==> src/rtl/dram_throttle_pkg.sv <==
package dram_throttle_pkg;

  localparam int LIM_W   = 12;
  localparam int WIN_W   = 7;
  localparam int DUR_W   = 6;
  localparam int WC_W    = 2;
  localparam int MODE_W  = 2;
  localparam int GRAN_SH = 4;
  localparam int ACTW_W  = 3;
  localparam int RW_WT   = 2;

  localparam logic [MODE_W-1:0] MODE_RUN = 2'b10;
  localparam logic [WC_W-1:0]   WC_RESET = 2'b10;

  typedef struct packed {
    logic [LIM_W-1:0]  limit;
    logic [WIN_W-1:0]  win;
    logic [DUR_W-1:0]  dur;
    logic [WC_W-1:0]   wcode;
    logic [MODE_W-1:0] mode;
  } dt_cfg_t;

  localparam int CFG_W = $bits(dt_cfg_t);

  function automatic logic [ACTW_W-1:0] act_weight(input logic [WC_W-1:0] code);
    return ACTW_W'(code) + ACTW_W'(2);
  endfunction

endpackage

==> src/rtl/dt_cfg_reg.sv <==
module dt_cfg_reg
  import dram_throttle_pkg::*;
#(
  parameter int LEN_W = WIN_W + GRAN_SH
) (
  input  logic                clk,
  input  logic                rst,
  input  logic [CFG_W-1:0]    cfg_i,
  input  logic                start_i,
  output logic                enable,
  output logic [LEN_W-1:0]    win_len,
  output logic [DUR_W-1:0]    dur,
  output logic [LIM_W-1:0]    limit,
  output logic [ACTW_W-1:0]   act_w
);

  localparam dt_cfg_t RST_CFG = '{limit: '0, win: '0, dur: '0,
                                  wcode: WC_RESET, mode: '0};

  dt_cfg_t cfg_q;
  logic    start_q;

  always_ff @(posedge clk) begin
    if (rst) begin
      cfg_q   <= RST_CFG;
      start_q <= 1'b0;
    end else begin
      cfg_q   <= dt_cfg_t'(cfg_i);
      start_q <= start_i;
    end
  end

  always_comb begin
    win_len = {cfg_q.win, {GRAN_SH{1'b0}}};
    dur     = cfg_q.dur;
    limit   = cfg_q.limit;
    act_w   = act_weight(cfg_q.wcode);
    enable  = (cfg_q.mode == MODE_RUN) && start_q &&
              (cfg_q.win != '0) && (cfg_q.dur != '0);
  end

endmodule

==> src/rtl/dt_session.sv <==
module dt_session
  import dram_throttle_pkg::*;
#(
  parameter int LEN_W = WIN_W + GRAN_SH
) (
  input  logic             clk,
  input  logic             rst,
  input  logic             enable,
  input  logic             trig_i,
  input  logic             tick_i,
  input  logic [LEN_W-1:0] win_len,
  input  logic [DUR_W-1:0] dur,
  output logic             active_q,
  output logic             active_n,
  output logic             restart
);

  logic [DUR_W-1:0] rem_q, rem_n;
  logic [LEN_W-1:0] wcnt_q, wcnt_n;

  always_comb begin
    active_n = active_q;
    rem_n    = rem_q;
    wcnt_n   = wcnt_q;
    restart  = 1'b0;
    if (!enable) begin
      active_n = 1'b0;
      rem_n    = '0;
      wcnt_n   = '0;
    end else if (!active_q) begin
      if (trig_i) begin
        active_n = 1'b1;
        rem_n    = dur;
        wcnt_n   = '0;
        restart  = 1'b1;
      end
    end else if (tick_i && (rem_q == DUR_W'(1))) begin
      active_n = 1'b0;
      rem_n    = '0;
      wcnt_n   = '0;
    end else begin
      if (tick_i) rem_n = rem_q - DUR_W'(1);
      if (wcnt_q == win_len - LEN_W'(1)) begin
        wcnt_n  = '0;
        restart = 1'b1;
      end else begin
        wcnt_n  = wcnt_q + LEN_W'(1);
      end
    end
  end

  always_ff @(posedge clk) begin
    if (rst) begin
      active_q <= 1'b0;
      rem_q    <= '0;
      wcnt_q   <= '0;
    end else begin
      active_q <= active_n;
      rem_q    <= rem_n;
      wcnt_q   <= wcnt_n;
    end
  end

endmodule

==> src/rtl/dt_slot_cnt.sv <==
module dt_slot_cnt
  import dram_throttle_pkg::*;
#(
  parameter int SLOT_W = 2,
  parameter int IDX    = 0
) (
  input  logic              clk,
  input  logic              rst,
  input  logic              act_vld,
  input  logic [SLOT_W-1:0] act_slot,
  input  logic              rw_vld,
  input  logic [SLOT_W-1:0] rw_slot,
  input  logic [ACTW_W-1:0] act_w,
  input  logic [LIM_W-1:0]  limit,
  input  logic              active_n,
  input  logic              restart,
  output logic              hit_n
);

  localparam int INC_W = ACTW_W + 1;
  localparam logic [SLOT_W-1:0] MY_SLOT = SLOT_W'(IDX);

  logic [LIM_W-1:0] cnt_q, cnt_n, base;
  logic [INC_W-1:0] inc;
  logic [LIM_W:0]   sum;

  always_comb begin
    inc = '0;
    if (act_vld && (act_slot == MY_SLOT)) inc = inc + INC_W'(act_w);
    if (rw_vld && (rw_slot == MY_SLOT))   inc = inc + INC_W'(RW_WT);
    base = restart ? '0 : cnt_q;
    sum  = {1'b0, base} + (LIM_W+1)'(inc);
    if (!active_n)                 cnt_n = '0;
    else if (sum >= {1'b0, limit}) cnt_n = limit;
    else                           cnt_n = sum[LIM_W-1:0];
    hit_n = active_n && (cnt_n >= limit);
  end

  always_ff @(posedge clk) begin
    if (rst) cnt_q <= '0;
    else     cnt_q <= cnt_n;
  end

endmodule

==> src/rtl/dram_throttle.sv <==
module dram_throttle
  import dram_throttle_pkg::*;
#(
  parameter  int N_SLOTS = 4,
  localparam int SLOT_W  = (N_SLOTS > 1) ? $clog2(N_SLOTS) : 1
) (
  input  logic              clk,
  input  logic              rst,
  input  logic [CFG_W-1:0]  cfg_i,
  input  logic              start_i,
  input  logic              trig_i,
  input  logic              gsw_tick_i,
  input  logic              act_vld_i,
  input  logic [SLOT_W-1:0] act_slot_i,
  input  logic              rw_vld_i,
  input  logic [SLOT_W-1:0] rw_slot_i,
  output logic              block_o,
  output logic              active_o
);

  localparam int LEN_W = WIN_W + GRAN_SH;

  logic              enable_w;
  logic [LEN_W-1:0]  win_len_w;
  logic [DUR_W-1:0]  dur_w;
  logic [LIM_W-1:0]  limit_w;
  logic [ACTW_W-1:0] act_w_w;
  logic              active_n_w;
  logic              restart_w;
  logic [N_SLOTS-1:0] hit_w;
  logic              block_q;

  dt_cfg_reg #(.LEN_W(LEN_W)) u_cfg (
    .clk     (clk),
    .rst     (rst),
    .cfg_i   (cfg_i),
    .start_i (start_i),
    .enable  (enable_w),
    .win_len (win_len_w),
    .dur     (dur_w),
    .limit   (limit_w),
    .act_w   (act_w_w)
  );

  dt_session #(.LEN_W(LEN_W)) u_sess (
    .clk      (clk),
    .rst      (rst),
    .enable   (enable_w),
    .trig_i   (trig_i),
    .tick_i   (gsw_tick_i),
    .win_len  (win_len_w),
    .dur      (dur_w),
    .active_q (active_o),
    .active_n (active_n_w),
    .restart  (restart_w)
  );

  for (genvar s = 0; s < N_SLOTS; s++) begin : g_slot
    dt_slot_cnt #(.SLOT_W(SLOT_W), .IDX(s)) u_cnt (
      .clk      (clk),
      .rst      (rst),
      .act_vld  (act_vld_i),
      .act_slot (act_slot_i),
      .rw_vld   (rw_vld_i),
      .rw_slot  (rw_slot_i),
      .act_w    (act_w_w),
      .limit    (limit_w),
      .active_n (active_n_w),
      .restart  (restart_w),
      .hit_n    (hit_w[s])
    );
  end

  always_ff @(posedge clk) begin
    if (rst) block_q <= 1'b0;
    else     block_q <= |hit_w;
  end

  assign block_o = block_q;

endmodule

==> config.mk <==
export PLATFORM = sky130hd
export DESIGN_NAME = dram_throttle
export DESIGN_NICKNAME = d
export VERILOG_FILES = /design/src/rtl/dram_throttle_pkg.sv /design/src/rtl/dt_cfg_reg.sv /design/src/rtl/dt_session.sv /design/src/rtl/dt_slot_cnt.sv /design/src/rtl/dram_throttle.sv
export SDC_FILE = /design/constraint.sdc
export NUM_CORES = 1
export LEC_CHECK = 0
export BUFFER_PORTS_ARGS = -buffer_cell sky130_fd_sc_hd__buf_2
export CORE_ASPECT_RATIO = 1.2
export CORE_MARGIN = 2
export CORE_UTILIZATION = 27
export CTS_CLUSTER_SIZE = 10
export DETAILED_ROUTE_END_ITERATION = 8
export PLACE_DENSITY = 0.52
export SYNTH_ARGS = -nofsm -noshare
export SYNTH_HDL_FRONTEND = slang
export SYNTH_HIERARCHICAL = 1
export SYNTH_SLANG_ARGS = --single-unit
==> constraint.sdc <==
create_clock -name clk -period 19 [get_ports clk]
set_clock_uncertainty 0.05 [all_clocks]
set_input_delay 1.9 -clock clk [delete_from_list [all_inputs] [get_ports clk]]
set_output_delay 1.9 -clock clk [all_outputs]
set_load 0.1 [all_outputs]
==> results_dict.tcl, run 1 <==
set metrics [dict create \
    status "completed" \
    holdWs_ns 0.460 \
    fmax_ghz 0.131 \
    slowest_stage "buf_4" \
    required_ns 19.22 \
    grt_pass1_vias 8121 \
    worst-path-stages 26 \
    cts_tree "built" \
    die_w_um 177 \
    cts.sinks 97 \
    grt_pass1_wl_um 42800 \
    viasPerCell 5.15 \
    antenna_cells 0 \
    finalNetCount 1321 \
    grt_use_total_pct 14.4 \
    ys_seq_area_share_pct 19.9 \
    ios 42 \
    clk_latency_ns 0.38 \
    hold_violations 0 \
    cp-end-kind "register" \
    grt-ovfl-total 0 \
    ir_worst_vdd_mv 0.0402 \
    async_flop_share_pct 0 \
    post_cts_resized 0 \
    die_area_um2 37600 \
    initial_core_util_pct 27.3 \
    powerDensity_nw_per_um2 44.6 \
    path_delay_family "simple AND/OR/NAND/NOR gates" \
    ys_warn_count 6 \
    routabilityCongestion 0.854 \
    grt_max_degree 64 \
    h-tree-depth 3 \
    numCtsBuffers 9 \
    crit_buf_inv 1 \
    drc 0 \
    min_period_ns 7.65 \
    synthFlopType "dfxtp_1" \
    dr.pass1.iters 5 \
    cpPeakStageDelay_ns 0.57 \
    r2r_cells 26 \
    cts_buffer_depth 2 \
    tns_ns 0 \
    routed-via-count 8393 \
    netlist_area_um2 9740 \
    areaGrowthSynthToFinish_pct 7.27 \
    ys_types 93 \
    routed_wl_um 26300 \
    path_clk_slew_ns 0.08 \
    rsz0062_at_grt "false" \
    start_kind "register" \
    ant_nets 0 \
    synth_cells 1163 \
    holdPathStages 2 \
    routedWlPerCell_um 16.2 \
    ys_ff_latch 97 \
    drtIter0Drc 486 \
    die_height_um 212 \
    antenna_found_initial 0 \
    setup_viol 0 \
    worst_pin_slew_ns 1.05 \
    relSlewSlack_pct 29.1 \
    arrival_ns 7.86 \
    drv_cap 0 \
    hold_buffers 0 \
    core_area_um2 35800 \
    port_buffers 41 \
    p_leak_nw 4.35 \
    timing_worst_setup_path_type "reg -> reg" \
    fin_crit_sh_pct 40.2 \
    rows 76 \
    post_cts_buffers 0 \
    drive_gt1_share_pct 12.6 \
    post-dp-hpwl_um 20000 \
    synth.avg_cell_area_um2 8.38 \
    cts-root-buf "clkbuf_16" \
    crit_fanout 63 \
    slew_violations 0 \
    synth-edff-count 0 \
    crit_top_cell "ha_1" \
    hold_path.class "reg -> reg" \
]
## cells in the final DEF (no fill, tap or decap), types with 11 or more instances in the layout
master    count
a21oi_1      59
nand2b_1     19
inv_1        74
nand4_1      32
o31ai_1      15
xor2_1       13
mux2i_1      47
nand3_1      23
and3_1       11
xnor2_1      24
a21o_1       13
buf_2        41
dfxtp_1      97
and2_1       19
o21a_1       12
o21ai_0      19
o22ai_1      11
mux2_2       13
nor2b_1      66
a211oi_1     24
nor2_1       64
nand2_1     106
ha_1        120
## worst paths after layout
| path | startpoint | end | slack (ns) |
|---|---|---|---|
| setup reg to reg | u_cfg/win_len[5] | block_o | 11.35 |
| setup / recovery | u_cfg/win_len[5] | block_o | 11.35 |
| hold / removal | u_sess/wcnt_q[10] | u_sess/wcnt_q[10] | 0.46 |
| hold reg to reg | u_sess/wcnt_q[10] | u_sess/wcnt_q[10] | 0.46 |
## cell type report
| cell class | count | area [µm²] |
|---|---|---|
| Tap cell | 468 | 586 |
| Timing Repair Buffer | 44 | 228 |
| Fill cell | 3828 | 25300 |
| Multi-Input combinational cell | 927 | 7100 |
| Clock inverter | 7 | 77.6 |
| Sequential cell | 97 | 1940 |
| Inverter | 78 | 293 |
| Clock buffer | 9 | 225 |
## where the power goes
group / total, mW / leakage, nW / switching [mW] / internal [mW]
Combinational: 0.0615 / 3.41 / 0.0355 / 0.0260
Clock: 0.189 / 0.144 / 0.0958 / 0.0929
Sequential: 0.216 / 0.789 / 0.00916 / 0.207
## worst reg2reg max path, cell delays in order (launching register included)
cell      delay, ns
dfxtp_1        0.37
or3_1          0.45
or3_1          0.35
o311ai_1       0.52
nand3_1        0.32
a21oi_4        0.21
buf_4          0.57
nor2b_1        0.15
ha_1           0.26
fa_1           0.42
a211o_1        0.37
nand3_2        0.16
nor4_1         0.09
or2_2          0.31
ha_1           0.29
and3_1         0.20
nor3b_1        0.34
o31a_1         0.37
o311ai_0       0.18
o21ai_0        0.17
ha_1           0.29
a211oi_1       0.39
nand3_1        0.15
a21oi_1        0.15
a211oi_1       0.07
nor4_1         0.30
nor2_1         0.06
## registers in the layout (all words and copies together), names as in the netlist
signal              flops
u_cfg/limit            12
u_cfg/start_q           1
u_cfg/cfg_q             4
u_sess/active_q         1
u_cfg/win_len           7
g_slot.u_cnt/cnt_q     48
block_o                 1
u_sess/rem_q            6
u_sess/wcnt_q          11
u_cfg/dur               6
## metal layers
metal / part of all wire (%) / up-vias / GRT usage [%]
li1: - / 4232 / -
met1: 45 / 3934 / 18.1
met2: 47 / 178 / 24.0
met3: 3.1 / 49 / 2.06
met4: 4.3 / 0 / 7.09
met5: 0 / - / 0
## Yosys cell counts, types with 23 or more instances
cell type	n	area [µm²]
nand2_1	106	398
nor2_1	64	240
buf_4	31	233
xnor2_1	24	210
dfxtp_1	97	1940
a211oi_1	24	180
ha_1	120	1500
nand3_1	23	115
nor2b_1	66	413
inv_1	75	282
a21oi_1	60	300
nand4_1	32	200
mux2i_1	47	470
## cells by family after synthesis
| logic type | synth area share [%] |
|---|---|
| simple gates | 25.2 |
| compound gates | 21.5 |
| buf+inv | 7.42 |
| fa+ha+maj | 16.2 |
| flops | 19.9 |
| mux | 6.33 |
| xor+xnor | 3.33 |
| other cells | 0.0385 |
## metrics by stage
| step | cell area, µm² | setup WS, ns | util (%) | std cells | total power [mW] |
|---|---|---|---|---|---|
| floorplan | 9750 | 11.21 | - | 1166 | 0.265 |
| global placement | 10100 | 11.08 | 28.4 | 1614 | 0.281 |
| detailed placement | 10100 | 11.02 | 28.4 | 1614 | 0.282 |
| CTS | 10500 | 11.41 | 29.2 | 1630 | 0.473 |
| global route | 10500 | 10.76 | 29.2 | 1630 | 0.487 |
| finish | 10500 | 11.35 | 29.2 | 1630 | 0.466 |
No activity file was read; power rests on OpenSTA's default activity.
==> run 2: changes to the inputs <==
Settings changed: PLACE_DENSITY 0.52 to 0.54.
Clock period 19 ns to 6.1 ns, I/O delays scaled along.
==> run 2 against run 1 <==
Against the previous run: the run now ends with negative setup slack left; combinational power grew to 4.1 times the previous value; power grew to 3.2 times the previous value; utilization grew 5.7 points; wire length grew 10%; critical path depth grew 2; clock-buffer cell count grew 4; clock power grew to 3.1 times the previous value; critical endpoint unchanged; largest power group unchanged.
==> results_dict.tcl, run 2 (same netlist as run 1, synthesis figures left out) <==
set metrics [dict create \
    status "finished with violations" \
    violations "negative setup slack" \
    dr.pass1.iters 5 \
    r2r-end "block_o" \
    routedWlPerCell_um 16.0 \
    clk_latency_ns 0.36 \
    cts_tree "built" \
    areaGrowthSynthToFinish_pct 28.3 \
    cts-root-buf "clkbuf_16" \
    post-place-ws_ns -0.298 \
    rows 76 \
    ir_worst_vdd_mv 0.146 \
    worstHoldStart "cfg_i[18]" \
    r2r_start "u_cfg/win_len[4]" \
    post-dp-hpwl_um 22400 \
    grt_use_total_pct 15.5 \
    ios 42 \
    drtIter0Drc 531 \
    routabilityCongestion 0.904 \
    final_common_cell "buf_4" \
    slew_violations 0 \
    viasPerCell 5.08 \
    h-tree-depth 3 \
    drive_gt1_share_pct 30.0 \
    stdcell_area_um2 12500 \
    die_w_um 177 \
    cts.sinks 97 \
    worst_pin_slew_ns 1.20 \
    total_power_mw 1.51 \
    regMostFlops "g_slot.u_cnt/cnt_q" \
    largest_register_ffs 48 \
    die_area_um2 37600 \
    initial_core_util_pct 27.3 \
    antenna_cells 0 \
    routed-via-count 9214 \
    drv_cap 0 \
    grt_pass1_wl_um 46300 \
    crit_fanout 8 \
    fin_util_pct 35.0 \
    cts_buffer_depth 2 \
    port_buffers 41 \
    holdPathStages 2 \
    slowest_stage "or4b_4" \
    routed_wl_um 29100 \
    grt_pass1_vias 9210 \
    hold_path.class "in -> reg" \
    reg2reg_slack_ns -0.04 \
    instances_no_fill 1812 \
    antenna_found_initial 0 \
    r2r_cells 28 \
    hold_end "u_cfg/limit[1]" \
    ant_nets 0 \
    numCtsBuffers 9 \
    grt_max_degree 42 \
    cpPeakStageDelay_ns 0.53 \
    required_ns 6.28 \
    finalNetCount 1503 \
    setup_viol 1 \
    worst_slack_ns -0.0362 \
    powerDensity_nw_per_um2 121 \
    die_height_um 212 \
    grt-ovfl-total 0 \
    final_cell_mix "174 x buf_4, 114 x ha_1, 106 x nand2_1" \
    path_clk_slew_ns 0.07 \
    rsz0062_at_grt "true" \
    cp-end-kind "register" \
    arrival_ns 6.32 \
    hold_buffers 0 \
    p_leak_nw 5.30 \
    dpl_cell_area_um2 11600 \
    relSlewSlack_pct 19.2 \
    dp.cells 1779 \
    fmax_ghz 0.163 \
    fin_crit_sh_pct 101 \
    hold_violations 0 \
    start_kind "register" \
    drc 0 \
    min_period_ns 6.14 \
    timing_worst_setup_path_type "reg -> reg" \
    core_area_um2 35800 \
]
[run 2: changes by cell type in the layout (fill, tap and decap cells not counted), moves of 5 or more]
cell,previous run,this run
buf_4,3,174
nor4_1,10,1
o31ai_1,15,6
a211oi_1,24,17
buf_6,0,7
nor4_2,2,9
a211oi_2,0,6
ha_1,120,114
o31ai_4,1,7
xnor2_1,24,19
[run 2: worst max-delay path by stage]
stage	start	end	slack [ns]	cells after the start
CTS	u_cfg/win_len[7]	block_o	-0.03	28
finish	u_cfg/win_len[4]	block_o	-0.04	28
global route	u_cfg/win_len[7]	block_o	-0.30	29
global placement	u_cfg/win_len[7]	block_o	-0.34	25
detailed placement	u_cfg/win_len[7]	block_o	-0.30	27
floorplan	u_cfg/win_len[7]	block_o	-0.19	29
[run 2: critical path, delay by kind of cell (launching register included)]
kind	cells	cell delay [ns]
AOI/OAI and AO/OA	9	1.64
muxes	1	0.31
adders and majority gates	4	1.17
buffers and inverters	4	0.66
DFF	1	0.33
and+or+nand+nor	10	1.82
[run 2: stage by stage]
step / hold WS (ns) / TNS [ns]
5_1_grt: 0.399 / -0.299
6_report: 0.402 / -0.0362
2_1_floorplan: 0.409 / -0.193
3_3_place_gp: 0.428 / -0.341
4_1_cts: 0.385 / -0.0287
3_5_place_dp: 0.446 / -0.298
[run 2: cell type report]
cell class                 count  area [µm²]
fill                        3741       23300
timing repair buffer         226        1670
multi-input combinational    927        7720
inverter                      78         293
tap                          468         586
sequential                    97        1940
clock inverter                 3        23.8
clock buffer                  13         270
[run 2: metal layers]
layer | global-route usage, % | vias to the layer above | part of all wire (%)
met2 | 26.8 | 228 | 47
met4 | 6.87 | 0 | 4.3
met1 | 19.1 | 4341 | 45
li1 | - | 4583 | -
met3 | 2.09 | 62 | 3.6
met5 | 0 | - | 0
[run 2: power by group]
group | internal [mW] | switching (mW) | leakage, nW
registers | 0.644 | 0.0231 | 0.790
clock network | 0.312 | 0.276 | 0.138
logic | 0.119 | 0.135 | 4.37
[run 2: repair_timing]
item	4_1_cts	5_1_grt
gates resized for setup	34	60
buffers inserted	5	13
pin swaps	7	37
endpoints found under the setup margin	1	1
